File: src/rtl/i2c_tgt_pkg.sv
package i2c_tgt_pkg;

    typedef enum logic [3:0] {
        ST_IDLE,
        ST_ADDR,
        ST_ADDR_DONE,
        ST_ADDR_ACK,
        ST_REG,
        ST_REG_DONE,
        ST_REG_ACK,
        ST_WR,
        ST_WR_DONE,
        ST_WR_ACK,
        ST_RD,
        ST_RD_ACK,
        ST_RD_NEXT,
        ST_SKIP
    } tgt_state_e;

    typedef enum logic [1:0] {
        AREA_ADDR,
        AREA_CFG,
        AREA_STAT,
        AREA_NONE
    } area_e;

endpackage

File: src/rtl/i2c_tgt_sync.sv
module i2c_tgt_sync #(
    parameter int STAGES = 2
) (
    input  logic clk,
    input  logic rst_n,
    input  logic scl_i,
    input  logic sda_i,
    output logic sda_q,
    output logic scl_rise,
    output logic scl_fall,
    output logic start_p,
    output logic stop_p
);

    logic [STAGES-1:0] scl_pipe;
    logic [STAGES-1:0] sda_pipe;
    logic              scl_d;
    logic              sda_d;
    logic              scl_q;

    generate
        if (STAGES == 1) begin : g_one
            always_ff @(posedge clk or negedge rst_n) begin
                if (!rst_n) begin
                    scl_pipe <= '1;
                    sda_pipe <= '1;
                end else begin
                    scl_pipe <= scl_i;
                    sda_pipe <= sda_i;
                end
            end
        end else begin : g_many
            always_ff @(posedge clk or negedge rst_n) begin
                if (!rst_n) begin
                    scl_pipe <= '1;
                    sda_pipe <= '1;
                end else begin
                    scl_pipe <= {scl_pipe[STAGES-2:0], scl_i};
                    sda_pipe <= {sda_pipe[STAGES-2:0], sda_i};
                end
            end
        end
    endgenerate

    assign scl_q = scl_pipe[STAGES-1];
    assign sda_q = sda_pipe[STAGES-1];

    always_ff @(posedge clk or negedge rst_n) begin
        if (!rst_n) begin
            scl_d <= 1'b1;
            sda_d <= 1'b1;
        end else begin
            scl_d <= scl_q;
            sda_d <= sda_q;
        end
    end

    assign scl_rise = scl_q & ~scl_d;
    assign scl_fall = ~scl_q & scl_d;
    assign start_p  = scl_q & scl_d & sda_d & ~sda_q;
    assign stop_p   = scl_q & scl_d & ~sda_d & sda_q;

    // bus events are mutually exclusive in any cycle
    a_r1_events_exclusive: assert property (@(posedge clk) disable iff (!rst_n)
        $onehot0({scl_rise, scl_fall, start_p, stop_p}));

endmodule

File: src/rtl/i2c_tgt_addr_bank.sv
module i2c_tgt_addr_bank #(
    parameter logic [6:0] INIT_ADDR = 7'h0D
) (
    input  logic       clk,
    input  logic       rst_n,
    input  logic       wr_dev,
    input  logic       wr_grp,
    input  logic       wr_lock,
    input  logic [6:0] wdata,
    input  logic [6:0] rx_addr,
    input  logic       rx_rd,
    output logic [6:0] dev_addr,
    output logic [6:0] grp_addr,
    output logic       lock,
    output logic       cfg_valid,
    output logic       hit
);

    always_ff @(posedge clk or negedge rst_n) begin
        if (!rst_n) begin
            dev_addr <= 7'h00;
            grp_addr <= 7'h00;
            lock     <= 1'b0;
        end else begin
            if (wr_dev)  dev_addr <= wdata;
            if (wr_grp)  grp_addr <= wdata;
            if (wr_lock) lock     <= wdata[0];
        end
    end

    assign cfg_valid = (dev_addr != INIT_ADDR) && (grp_addr != INIT_ADDR) &&
                       (dev_addr != 7'h00) && (grp_addr != 7'h00) &&
                       (dev_addr != grp_addr);

    always_comb begin
        if (!lock)
            hit = (rx_addr == INIT_ADDR);
        else
            hit = (rx_addr == dev_addr) || ((rx_addr == grp_addr) && !rx_rd);
    end

    // the lock can only be taken while the addresses are valid
    a_r9_lock_needs_valid: assert property (@(posedge clk) disable iff (!rst_n)
        $rose(lock) |-> $past(cfg_valid));

    // the address registers hold still while locked
    a_r8_frozen_when_locked: assert property (@(posedge clk) disable iff (!rst_n)
        (lock && $past(lock)) |-> ($stable(dev_addr) && $stable(grp_addr)));

endmodule

File: src/rtl/i2c_reg_target.sv
module i2c_reg_target
    import i2c_tgt_pkg::*;
#(
    parameter logic [6:0] INIT_ADDR   = 7'h0D,
    parameter logic [7:0] CFG_FIRST   = 8'h03,
    parameter logic [7:0] CFG_LAST    = 8'h25,
    parameter logic [7:0] STAT_FIRST  = 8'h26,
    parameter logic [7:0] STAT_LAST   = 8'h37,
    parameter int         SYNC_STAGES = 2
) (
    input  logic       clk,
    input  logic       rst_n,
    input  logic       scl_i,
    input  logic       sda_i,
    output logic       sda_oe,
    input  logic [1:0] area_grant,
    output logic       rf_wr_en,
    output logic [7:0] rf_wr_addr,
    output logic [7:0] rf_wr_data,
    output logic [7:0] rf_rd_addr,
    input  logic [7:0] rf_rd_data
);

    localparam int         BYTE_W   = 8;
    localparam int         CNT_W    = $clog2(BYTE_W);
    localparam logic [CNT_W-1:0] LAST_BIT = CNT_W'(BYTE_W - 1);
    localparam logic [7:0] REG_DEV  = 8'h00;
    localparam logic [7:0] REG_GRP  = 8'h01;
    localparam logic [7:0] REG_LOCK = 8'h02;

    tgt_state_e        state, state_n;
    logic              sda_q, scl_rise, scl_fall, start_p, stop_p;
    logic [CNT_W-1:0]  bitcnt;
    logic [7:0]        rx_sh, tx_sh, ptr, rd_byte;
    logic              ptr_valid, rd_mode;
    logic [6:0]        dev_addr, grp_addr;
    logic              lock, cfg_valid, hit;
    logic              last_bit, wr_ok, wr_fire;
    area_e             ptr_area;

    function automatic area_e area_of(input logic [7:0] a);
        if (a < CFG_FIRST)                          return AREA_ADDR;
        else if (a <= CFG_LAST)                     return AREA_CFG;
        else if ((a >= STAT_FIRST) && (a <= STAT_LAST)) return AREA_STAT;
        else                                        return AREA_NONE;
    endfunction

    i2c_tgt_sync #(.STAGES(SYNC_STAGES)) u_sync (
        .clk      (clk),
        .rst_n    (rst_n),
        .scl_i    (scl_i),
        .sda_i    (sda_i),
        .sda_q    (sda_q),
        .scl_rise (scl_rise),
        .scl_fall (scl_fall),
        .start_p  (start_p),
        .stop_p   (stop_p)
    );

    assign ptr_area = area_of(ptr);
    assign last_bit = (bitcnt == LAST_BIT);
    assign wr_fire  = (state == ST_WR_DONE) && scl_fall && wr_ok;

    i2c_tgt_addr_bank #(.INIT_ADDR(INIT_ADDR)) u_bank (
        .clk       (clk),
        .rst_n     (rst_n),
        .wr_dev    (wr_fire && (ptr == REG_DEV)),
        .wr_grp    (wr_fire && (ptr == REG_GRP)),
        .wr_lock   (wr_fire && (ptr == REG_LOCK)),
        .wdata     (rx_sh[6:0]),
        .rx_addr   (rx_sh[7:1]),
        .rx_rd     (rx_sh[0]),
        .dev_addr  (dev_addr),
        .grp_addr  (grp_addr),
        .lock      (lock),
        .cfg_valid (cfg_valid),
        .hit       (hit)
    );

    // Acceptance of the byte held in rx_sh at the pointer
    always_comb begin
        unique case (ptr_area)
            AREA_ADDR: begin
                if (ptr == REG_LOCK) wr_ok = !(rx_sh[0] && !cfg_valid);
                else                 wr_ok = !lock;
            end
            AREA_CFG:  wr_ok = area_grant[0];
            AREA_STAT: wr_ok = area_grant[1];
            default:   wr_ok = 1'b0;
        endcase
    end

    // Byte returned at the pointer
    always_comb begin
        unique case (ptr_area)
            AREA_ADDR: begin
                if (ptr == REG_DEV)      rd_byte = {1'b0, dev_addr};
                else if (ptr == REG_GRP) rd_byte = {1'b0, grp_addr};
                else                     rd_byte = {7'd0, lock};
            end
            AREA_CFG, AREA_STAT: rd_byte = rf_rd_data;
            default:             rd_byte = 8'h00;
        endcase
    end

    assign rf_rd_addr = ptr;

    // Next-state logic
    always_comb begin
        state_n = state;
        if (stop_p) begin
            state_n = ST_IDLE;
        end else if (start_p) begin
            state_n = ST_ADDR;
        end else begin
            unique case (state)
                ST_IDLE, ST_SKIP: state_n = state;
                ST_ADDR:      if (scl_rise && last_bit) state_n = ST_ADDR_DONE;
                ST_ADDR_DONE: if (scl_fall) state_n = hit ? ST_ADDR_ACK : ST_SKIP;
                ST_ADDR_ACK:  if (scl_fall) state_n = rd_mode ? ST_RD : ST_REG;
                ST_REG:       if (scl_rise && last_bit) state_n = ST_REG_DONE;
                ST_REG_DONE:  if (scl_fall) state_n = ST_REG_ACK;
                ST_REG_ACK:   if (scl_fall) state_n = ST_WR;
                ST_WR:        if (scl_rise && last_bit) state_n = ST_WR_DONE;
                ST_WR_DONE:   if (scl_fall) state_n = wr_ok ? ST_WR_ACK : ST_SKIP;
                ST_WR_ACK:    if (scl_fall) state_n = ST_WR;
                ST_RD:        if (scl_fall && last_bit) state_n = ST_RD_ACK;
                ST_RD_ACK:    if (scl_rise) state_n = sda_q ? ST_SKIP : ST_RD_NEXT;
                ST_RD_NEXT:   if (scl_fall) state_n = ST_RD;
                default:      state_n = ST_IDLE;
            endcase
        end
    end

    // State register
    always_ff @(posedge clk or negedge rst_n) begin
        if (!rst_n) state <= ST_IDLE;
        else        state <= state_n;
    end

    // Datapath and outputs
    always_ff @(posedge clk or negedge rst_n) begin
        if (!rst_n) begin
            bitcnt     <= '0;
            rx_sh      <= 8'h00;
            tx_sh      <= 8'h00;
            ptr        <= 8'h00;
            ptr_valid  <= 1'b0;
            rd_mode    <= 1'b0;
            sda_oe     <= 1'b0;
            rf_wr_en   <= 1'b0;
            rf_wr_addr <= 8'h00;
            rf_wr_data <= 8'h00;
        end else begin
            rf_wr_en <= 1'b0;
            if (stop_p) begin
                sda_oe    <= 1'b0;
                ptr_valid <= 1'b0;
            end else if (start_p) begin
                sda_oe <= 1'b0;
                bitcnt <= '0;
            end else begin
                unique case (state)
                    ST_ADDR, ST_REG, ST_WR: begin
                        if (scl_rise) begin
                            rx_sh  <= {rx_sh[6:0], sda_q};
                            bitcnt <= bitcnt + 1'b1;
                        end
                    end
                    ST_ADDR_DONE: begin
                        if (scl_fall) begin
                            rd_mode <= rx_sh[0];
                            if (hit) begin
                                sda_oe <= 1'b1;
                                if (rx_sh[0] && !ptr_valid) ptr <= STAT_FIRST;
                            end
                        end
                    end
                    ST_ADDR_ACK: begin
                        if (scl_fall) begin
                            bitcnt <= '0;
                            if (rd_mode) begin
                                tx_sh  <= rd_byte;
                                sda_oe <= ~rd_byte[7];
                            end else begin
                                sda_oe <= 1'b0;
                            end
                        end
                    end
                    ST_REG_DONE: begin
                        if (scl_fall) begin
                            ptr       <= rx_sh;
                            ptr_valid <= 1'b1;
                            sda_oe    <= 1'b1;
                        end
                    end
                    ST_REG_ACK, ST_WR_ACK: begin
                        if (scl_fall) sda_oe <= 1'b0;
                    end
                    ST_WR_DONE: begin
                        if (wr_fire) begin
                            sda_oe <= 1'b1;
                            ptr    <= ptr + 8'd1;
                            if ((ptr_area == AREA_CFG) || (ptr_area == AREA_STAT)) begin
                                rf_wr_en   <= 1'b1;
                                rf_wr_addr <= ptr;
                                rf_wr_data <= rx_sh;
                            end
                        end
                    end
                    ST_RD: begin
                        if (scl_fall) begin
                            if (last_bit) begin
                                sda_oe <= 1'b0;
                                ptr    <= ptr + 8'd1;
                                bitcnt <= '0;
                            end else begin
                                tx_sh  <= {tx_sh[6:0], 1'b0};
                                sda_oe <= ~tx_sh[6];
                                bitcnt <= bitcnt + 1'b1;
                            end
                        end
                    end
                    ST_RD_NEXT: begin
                        if (scl_fall) begin
                            tx_sh  <= rd_byte;
                            sda_oe <= ~rd_byte[7];
                            bitcnt <= '0;
                        end
                    end
                    default: ;
                endcase
            end
        end
    end

    // SDA is released after STOP
    a_r1_release_after_stop: assert property (@(posedge clk) disable iff (!rst_n)
        stop_p |=> !sda_oe);

    // a read with no pointer byte starts in the status area
    a_r6_status_default: assert property (@(posedge clk) disable iff (!rst_n)
        (state == ST_ADDR_DONE && scl_fall && hit && rx_sh[0] && !ptr_valid)
        |=> (ptr == STAT_FIRST));

    // every register-file write goes out together with its acknowledge
    a_r10_write_acked: assert property (@(posedge clk) disable iff (!rst_n)
        rf_wr_en |-> sda_oe);

endmodule

File: config.mk
export PLATFORM = sky130hd
export DESIGN_NAME = i2c_reg_target
export DESIGN_NICKNAME = d
export VERILOG_FILES = /design/src/rtl/i2c_tgt_pkg.sv /design/src/rtl/i2c_tgt_sync.sv /design/src/rtl/i2c_tgt_addr_bank.sv /design/src/rtl/i2c_reg_target.sv
export SDC_FILE = /design/constraint.sdc
export NUM_CORES = 1
export LEC_CHECK = 0
export ABC_AREA = 0
export BUFFER_PORTS_ARGS = -buffer_cell sky130_fd_sc_hd__buf_2
export CAP_MARGIN = 40
export CELL_PAD_IN_SITES_DETAIL_PLACEMENT = 1
export CELL_PAD_IN_SITES_GLOBAL_PLACEMENT = 2
export CORE_MARGIN = 2
export CORE_UTILIZATION = 42
export DETAILED_ROUTE_END_ITERATION = 10
export PLACE_DENSITY = 0.83
export REMOVE_ABC_BUFFERS = 1
export SLEW_MARGIN = 40
export SYNTH_ARGS = -nofsm -noshare
export SYNTH_HDL_FRONTEND = slang
export SYNTH_HIERARCHICAL = 1
export SYNTH_SLANG_ARGS = --single-unit
File: constraint.sdc
create_clock -name clk -period 9.2 [get_ports clk]
set_input_delay 1.38 -clock clk [delete_from_list [all_inputs] [get_ports clk]]
set_output_delay 1.38 -clock clk [all_outputs]
set_load 0.05 [all_outputs]
==> results.cfg, run 1 <==
[critical_path]
worstSetupPathType = reg -> reg
crit_slowest_cell = a211oi_1
crit_fanout = 8
cp-end-kind = flip-flop
path_cells = inv_1 -> ha_1 -> nor2_1 -> nand2_1 -> nand2_1 -> a211oi_1 -> ha_1 -> or3b_2 -> a31oi_1 -> a311oi_4 -> nor3_1 -> and2_1 -> mux2_2
reg2reg_depth = 13
r2r_start = rf_rd_addr[1]
critPathArrivalTime_ps = 4270
crit_required_ps = 9460
reg2reg_to = u_bank/dev_addr[5]
max_stage_delay_ps = 530
regToRegSetupSlack_ps = 5190
crit_path_start_kind = flip-flop

[floorplanning]
die_w_um = 107
core_area_um2 = 10300
num_io_pins = 40
die_h_um = 107
die_area_um2 = 11500
num_rows = 37
start_util_pct = 43.4

[sta]
slew_violations = 0
grt_setup_unrepaired = false
hold_viol_final = 0
skew_ps = 13.7
period_share_pct = 43.6
max_freq_mhz = 249
tightestPinTransition_ps = 846
tns_ps = 0
period_minus_slack_ps = 4010
final-setup-viol-count = 0
max_slew_margin_pct = 43.6

[clock_tree]
cts_sinks = 71
cts_setup_buffers = 0
holdBufCountCts = 0
ctsHtreeMaxLevel = 3
cts_tree = yes
cts_buffer_depth = 2
clk_pin_slew_ps = 80
clkLatencyLatePin_ps = 380
cts_resized = 0
root_buffer = clkbuf_8
cts_buffers = 9

[min_path]
hold_class = reg -> reg
hp-start = u_sync/scl_pipe[0]
hold_path_depth = 0
holdPathEnd = u_sync/scl_pipe[1]

[placement]
io_buffers = 39
routabilityCongestion = 0.844
dp_hpwl_um = 8520
placed_area_um2 = 4780

[power]
power.density_nw_per_um2 = 299
leakage_nw = 2.17
ir_drop_v = 0.000189
power.total_mw = 1.49

[detailed_routing]
routed-wl-met3_um = 410
drt_iter0_drc = 145
drt_first_pass_iters = 4
drt-met1-wl_um = 5500
antenna_left = 0
wl_um = 12100
vias_per_cell = 5.81
wl_per_cell_um = 19.8
wl_met2_um = 5950
vias = 3551
maxUsedRoutingLayer = met4
drcViolationCount = 0

[flow_run]
maxCapViolations = 0

[synth]
syn_area_per_cell_um2 = 10.1
synthFlopType = dfrtp_1
synth-seq-cells = 71
synth-edff-count = 0
ys_seq_area_share_pct = 39.8
async_flop_share_pct = 100
yosysUniqueCellTypes = 63
yosys.area.top_type = dfrtp_1
synthTopCellsByArea = dfrtp_1 36%, mux2_2 8.8%, dfstp_2 3.5%
netlist_instances = 444
netlist_area_um2 = 4480
yosysWarnings = 6
synth_top_area_share_pct = 36.3

[grt]
grt_max_degree = 72
overflow = 0
first_global_vias = 3737
grt_pass1_wl_um = 19800
grt_util_all_layers_pct = 22.6
antenna_found_initial = 0

[final_layout]
mostFrequentLayoutCells = 65 x dfrtp_1, 39 x buf_2, 35 x mux2_2
fin_area_um2 = 5000
area_growth_pct = 11.6
design.final.nets = 496
n_antenna_cell = 0
final_common_cell = dfrtp_1
drive_above_1_share_pct = 26.7

[status]
run_status = finished, final reports clean
-- how the worst max path moves through the flow --
| stage | endpoint | depth (start not counted) | start |
|---|---|---|---|
| floorplan | rf_wr_data[0] | 13 | rf_rd_addr[1] |
| CTS | u_bank/dev_addr[5] | 13 | rf_rd_addr[1] |
| global placement | u_bank/dev_addr[3] | 13 | rf_rd_addr[1] |
| finish | u_bank/dev_addr[5] | 13 | rf_rd_addr[1] |
| global route | u_bank/dev_addr[2] | 14 | rf_rd_addr[1] |
| detailed placement | u_bank/dev_addr[5] | 13 | rf_rd_addr[1] |
-- cell usage after synthesis, types with 6 or more instances --
library cell	count
nand2b_1	8
a21oi_1	23
mux2_2	35
ha_1	11
nand3_1	10
nor2_1	30
nor2b_1	8
nor4_1	8
dfrtp_1	65
a211oi_1	7
nor3_1	7
o21ai_0	16
dfstp_2	6
inv_1	16
xor2_1	12
xnor2_1	13
clkbuf_1	21
nand4_1	6
o22ai_1	11
nand2_1	18
mux2_4	10
a22oi_1	14
-- power breakdown --
group	internal, mW	switching [mW]
Sequential	0.381	0.135
Clock	0.153	0.125
Combinational	0.277	0.423
-- cell families (layout without fill, tap and decap cells) --
kind of cell | Yosys count | count (layout) | synth area share [%]
AO/OA/AOI/OAI | 110 | 110 | 17.5
flip-flops | 71 | 71 | 39.8
AND/OR/NAND/NOR | 133 | 133 | 17.3
multiplexers | 50 | 50 | 13.3
buffers and inverters | 44 | 75 | 4.13
adder cells (fa/ha/maj) | 11 | 11 | 3.07
XOR/XNOR | 25 | 25 | 4.89
-- registers in the layout, indices dropped and copies added, names as in the netlist, 2 cells and up --
name	flops
u_bank/dev_addr	7
rf_rd_addr	8
u_sync/sda_pipe	2
u_bank/grp_addr	7
tx_sh	7
rf_wr_data	8
rx_sh	8
rf_wr_addr	8
state	4
bitcnt	3
u_sync/scl_pipe	2
-- cell type report --
cell class,instances,area (um2)
flip-flops and latches,71,1780
clock inverters,6,93.8
clock buffers,9,124
fillers,1165,5320
multi-input cells,329,2530
inverters,16,60.1
repair buffers,44,236
well taps,136,170
-- routing by layer --
| layer | vias to the layer above | track usage (%) |
|---|---|---|
| met5 | - | 0 |
| met4 | 0 | 7.51 |
| met3 | 15 | 5.57 |
| met2 | 51 | 37.9 |
| met1 | 1790 | 28.4 |
| li1 | 1695 | - |
-- critical path: cells and delay by family (launching register included) --
family          cells  cell delay [ps]
simple gates        6             1320
compound gates      3              890
fa+ha+maj           2              660
flops               1              470
mux                 1              390
buf+inv             1              160
-- per-stage QoR --
| step | hold WS (ps) | setup WS [ps] | util, % | cells |
|---|---|---|---|---|
| detailed placement | 349 | 5190 | 46.3 | 596 |
| finish | 359 | 5190 | 48.4 | 611 |
| global placement | 348 | 5330 | 46.2 | 596 |
| floorplan | 345 | 4980 | - | 416 |
| global route | 370 | 4940 | 48.4 | 611 |
| CTS | 361 | 5170 | 48.4 | 611 |
(Power assumes the default switching activity.)
==> run 2, diff against run 1 <==
CORE_UTILIZATION = 39   (was 42)
PLACE_DENSITY = 0.77   (was 0.83)
clock period = 4 ns   (was 9.2 ns; I/O delays follow)
==> run 2 against run 1 <==
Compared with the run above:
- setup slack got worse by 4900 ps
- critical endpoint is now u_bank/grp_addr[0]
- die area rose by 7.4%
- first-iteration DRC count increased by 63%
==> results.cfg, run 2 (synthesized netlist as in run 1, its figures left out) <==
[floorplanning]
core_area_um2 = 11300
die_w_um = 111
die_h_um = 111
num_io_pins = 40
start_util_pct = 39.6
num_rows = 39
die_area_um2 = 12400

[sta]
tightestPinTransition_ps = 748
hold_viol_final = 0
final-setup-viol-count = 0
period_minus_slack_ps = 3690
max_slew_margin_pct = 50.1
tns_ps = 0
grt_setup_unrepaired = false
max_freq_mhz = 271
holdWs_ps = 257
skew_ps = 4.08
period_share_pct = 92.1
slew_violations = 0

[final_layout]
fin_area_um2 = 5180
design.final.nets = 509
mostFrequentLayoutCells = 65 x dfrtp_1, 38 x buf_2, 35 x mux2_2
n_antenna_cell = 0
final_common_cell = dfrtp_1
drive_above_1_share_pct = 28.6
final-instance-count-excl-fill = 632
area_growth_pct = 15.6

[critical_path]
cp-end-kind = flip-flop
crit_fanout = 8
critPathArrivalTime_ps = 3900
path_cells = inv_1 -> ha_1 -> nor2_1 -> nand2_1 -> nand2_1 -> a211oi_2 -> inv_1 -> ha_1 -> or3b_2 -> a31oi_1 -> a311oi_4 -> nor3_1 -> and2_2 -> mux2_2
regToRegSetupSlack_ps = 310
r2r_start = rf_rd_addr[0]
reg2reg_to = u_bank/grp_addr[0]
crit_path_start_kind = flip-flop
reg2reg_depth = 14
max_stage_delay_ps = 460
crit_required_ps = 4220
crit_slowest_cell = dfrtp_1
worstSetupPathType = reg -> reg

[grt]
overflow = 0
antenna_found_initial = 0
grt_max_degree = 72
grt_pass1_wl_um = 21200
grt_util_all_layers_pct = 21.6
first_global_vias = 3884

[detailed_routing]
antenna_left = 0
wl_per_cell_um = 20.3
vias_per_cell = 5.84
wl_um = 12800
drcViolationCount = 0
vias = 3694
drt_iter0_drc = 237
drt_first_pass_iters = 4

[clock_tree]
clk_pin_slew_ps = 60
ctsHtreeMaxLevel = 3
root_buffer = clkbuf_16
cts_setup_buffers = 0
cts_buffer_depth = 2
clkLatencyLatePin_ps = 340
holdBufCountCts = 0
cts_sinks = 71
cts_buffers = 9
cts_resized = 0
cts_tree = yes

[power]
comb_power_share_pct = 46.5
swShare_pct = 44.2
pwr-share-seq_pct = 31.5
p_sw_mw = 1.63
intPower_mw = 2.06
power.density_nw_per_um2 = 712
leakage_nw = 2.28
p_clk_share_pct = 22.1
ir_drop_v = 0.000332

[status]
run_status = finished, final reports clean

[placement]
dp_hpwl_um = 8910
io_buffers = 39
placed_area_um2 = 4870
placedCellCount = 616
routabilityCongestion = 0.759

[min_path]
hold_class = in -> async

[flow_run]
maxCapViolations = 0
[run 2: cell type report]
cell class,instances,area (um2)
inverters,16,60.1
clock buffers,11,243
multi-input cells,329,2520
clock inverters,5,56.3
well taps,143,179
fillers,1289,6140
repair buffers,57,337
flip-flops and latches,71,1780
[run 2: per-layer routing]
metal | track usage (%) | share of wire [%]
met5 | 0 | 0
met4 | 7.41 | 1.8
met3 | 3.39 | 2.5
met2 | 36.8 | 51
met1 | 27.9 | 45
[run 2: stage by stage]
stage                     worst slack, ps  utilization (%)  total power, mW
final                                 314             45.7             3.69
after global routing                 31.3             45.7             3.96
after CTS                            83.5             45.7             3.72
after detailed placement              135             43.0             2.88
after global placement                281             43.0             2.83
after floorplan                      -223                -             2.31
[run 2: worst max-delay path by stage]
stage	startpoint	endpoint	slack, ps
after floorplan	rf_rd_addr[1]	rf_wr_data[0]	-220
after global placement	rf_rd_addr[0]	u_bank/grp_addr[6]	280
after detailed placement	rf_rd_addr[1]	u_bank/dev_addr[3]	140
after CTS	rf_rd_addr[0]	u_bank/grp_addr[0]	80
after global routing	rf_rd_addr[0]	u_bank/grp_addr[0]	30
final	rf_rd_addr[0]	u_bank/grp_addr[0]	310
[run 2: worst max-delay path: cells and delay by family, from the launching register on]
kind	cells	cell delay [ps]
and+or+nand+nor	6	1300
AOI/OAI and AO/OA	3	720
DFF	1	460
adders and majority gates	2	420
muxes	1	370
buffers and inverters	2	300
[run 2: power groups by stage]
stage / Sequential (mW) / Clock, mW / Combinational (mW)
after floorplan: 1.27 / 0 / 1.04
after global placement: 1.16 / 0 / 1.67
after detailed placement: 1.17 / 0 / 1.71
after CTS: 1.16 / 0.836 / 1.72
after global routing: 1.19 / 0.874 / 1.89
final: 1.16 / 0.813 / 1.71
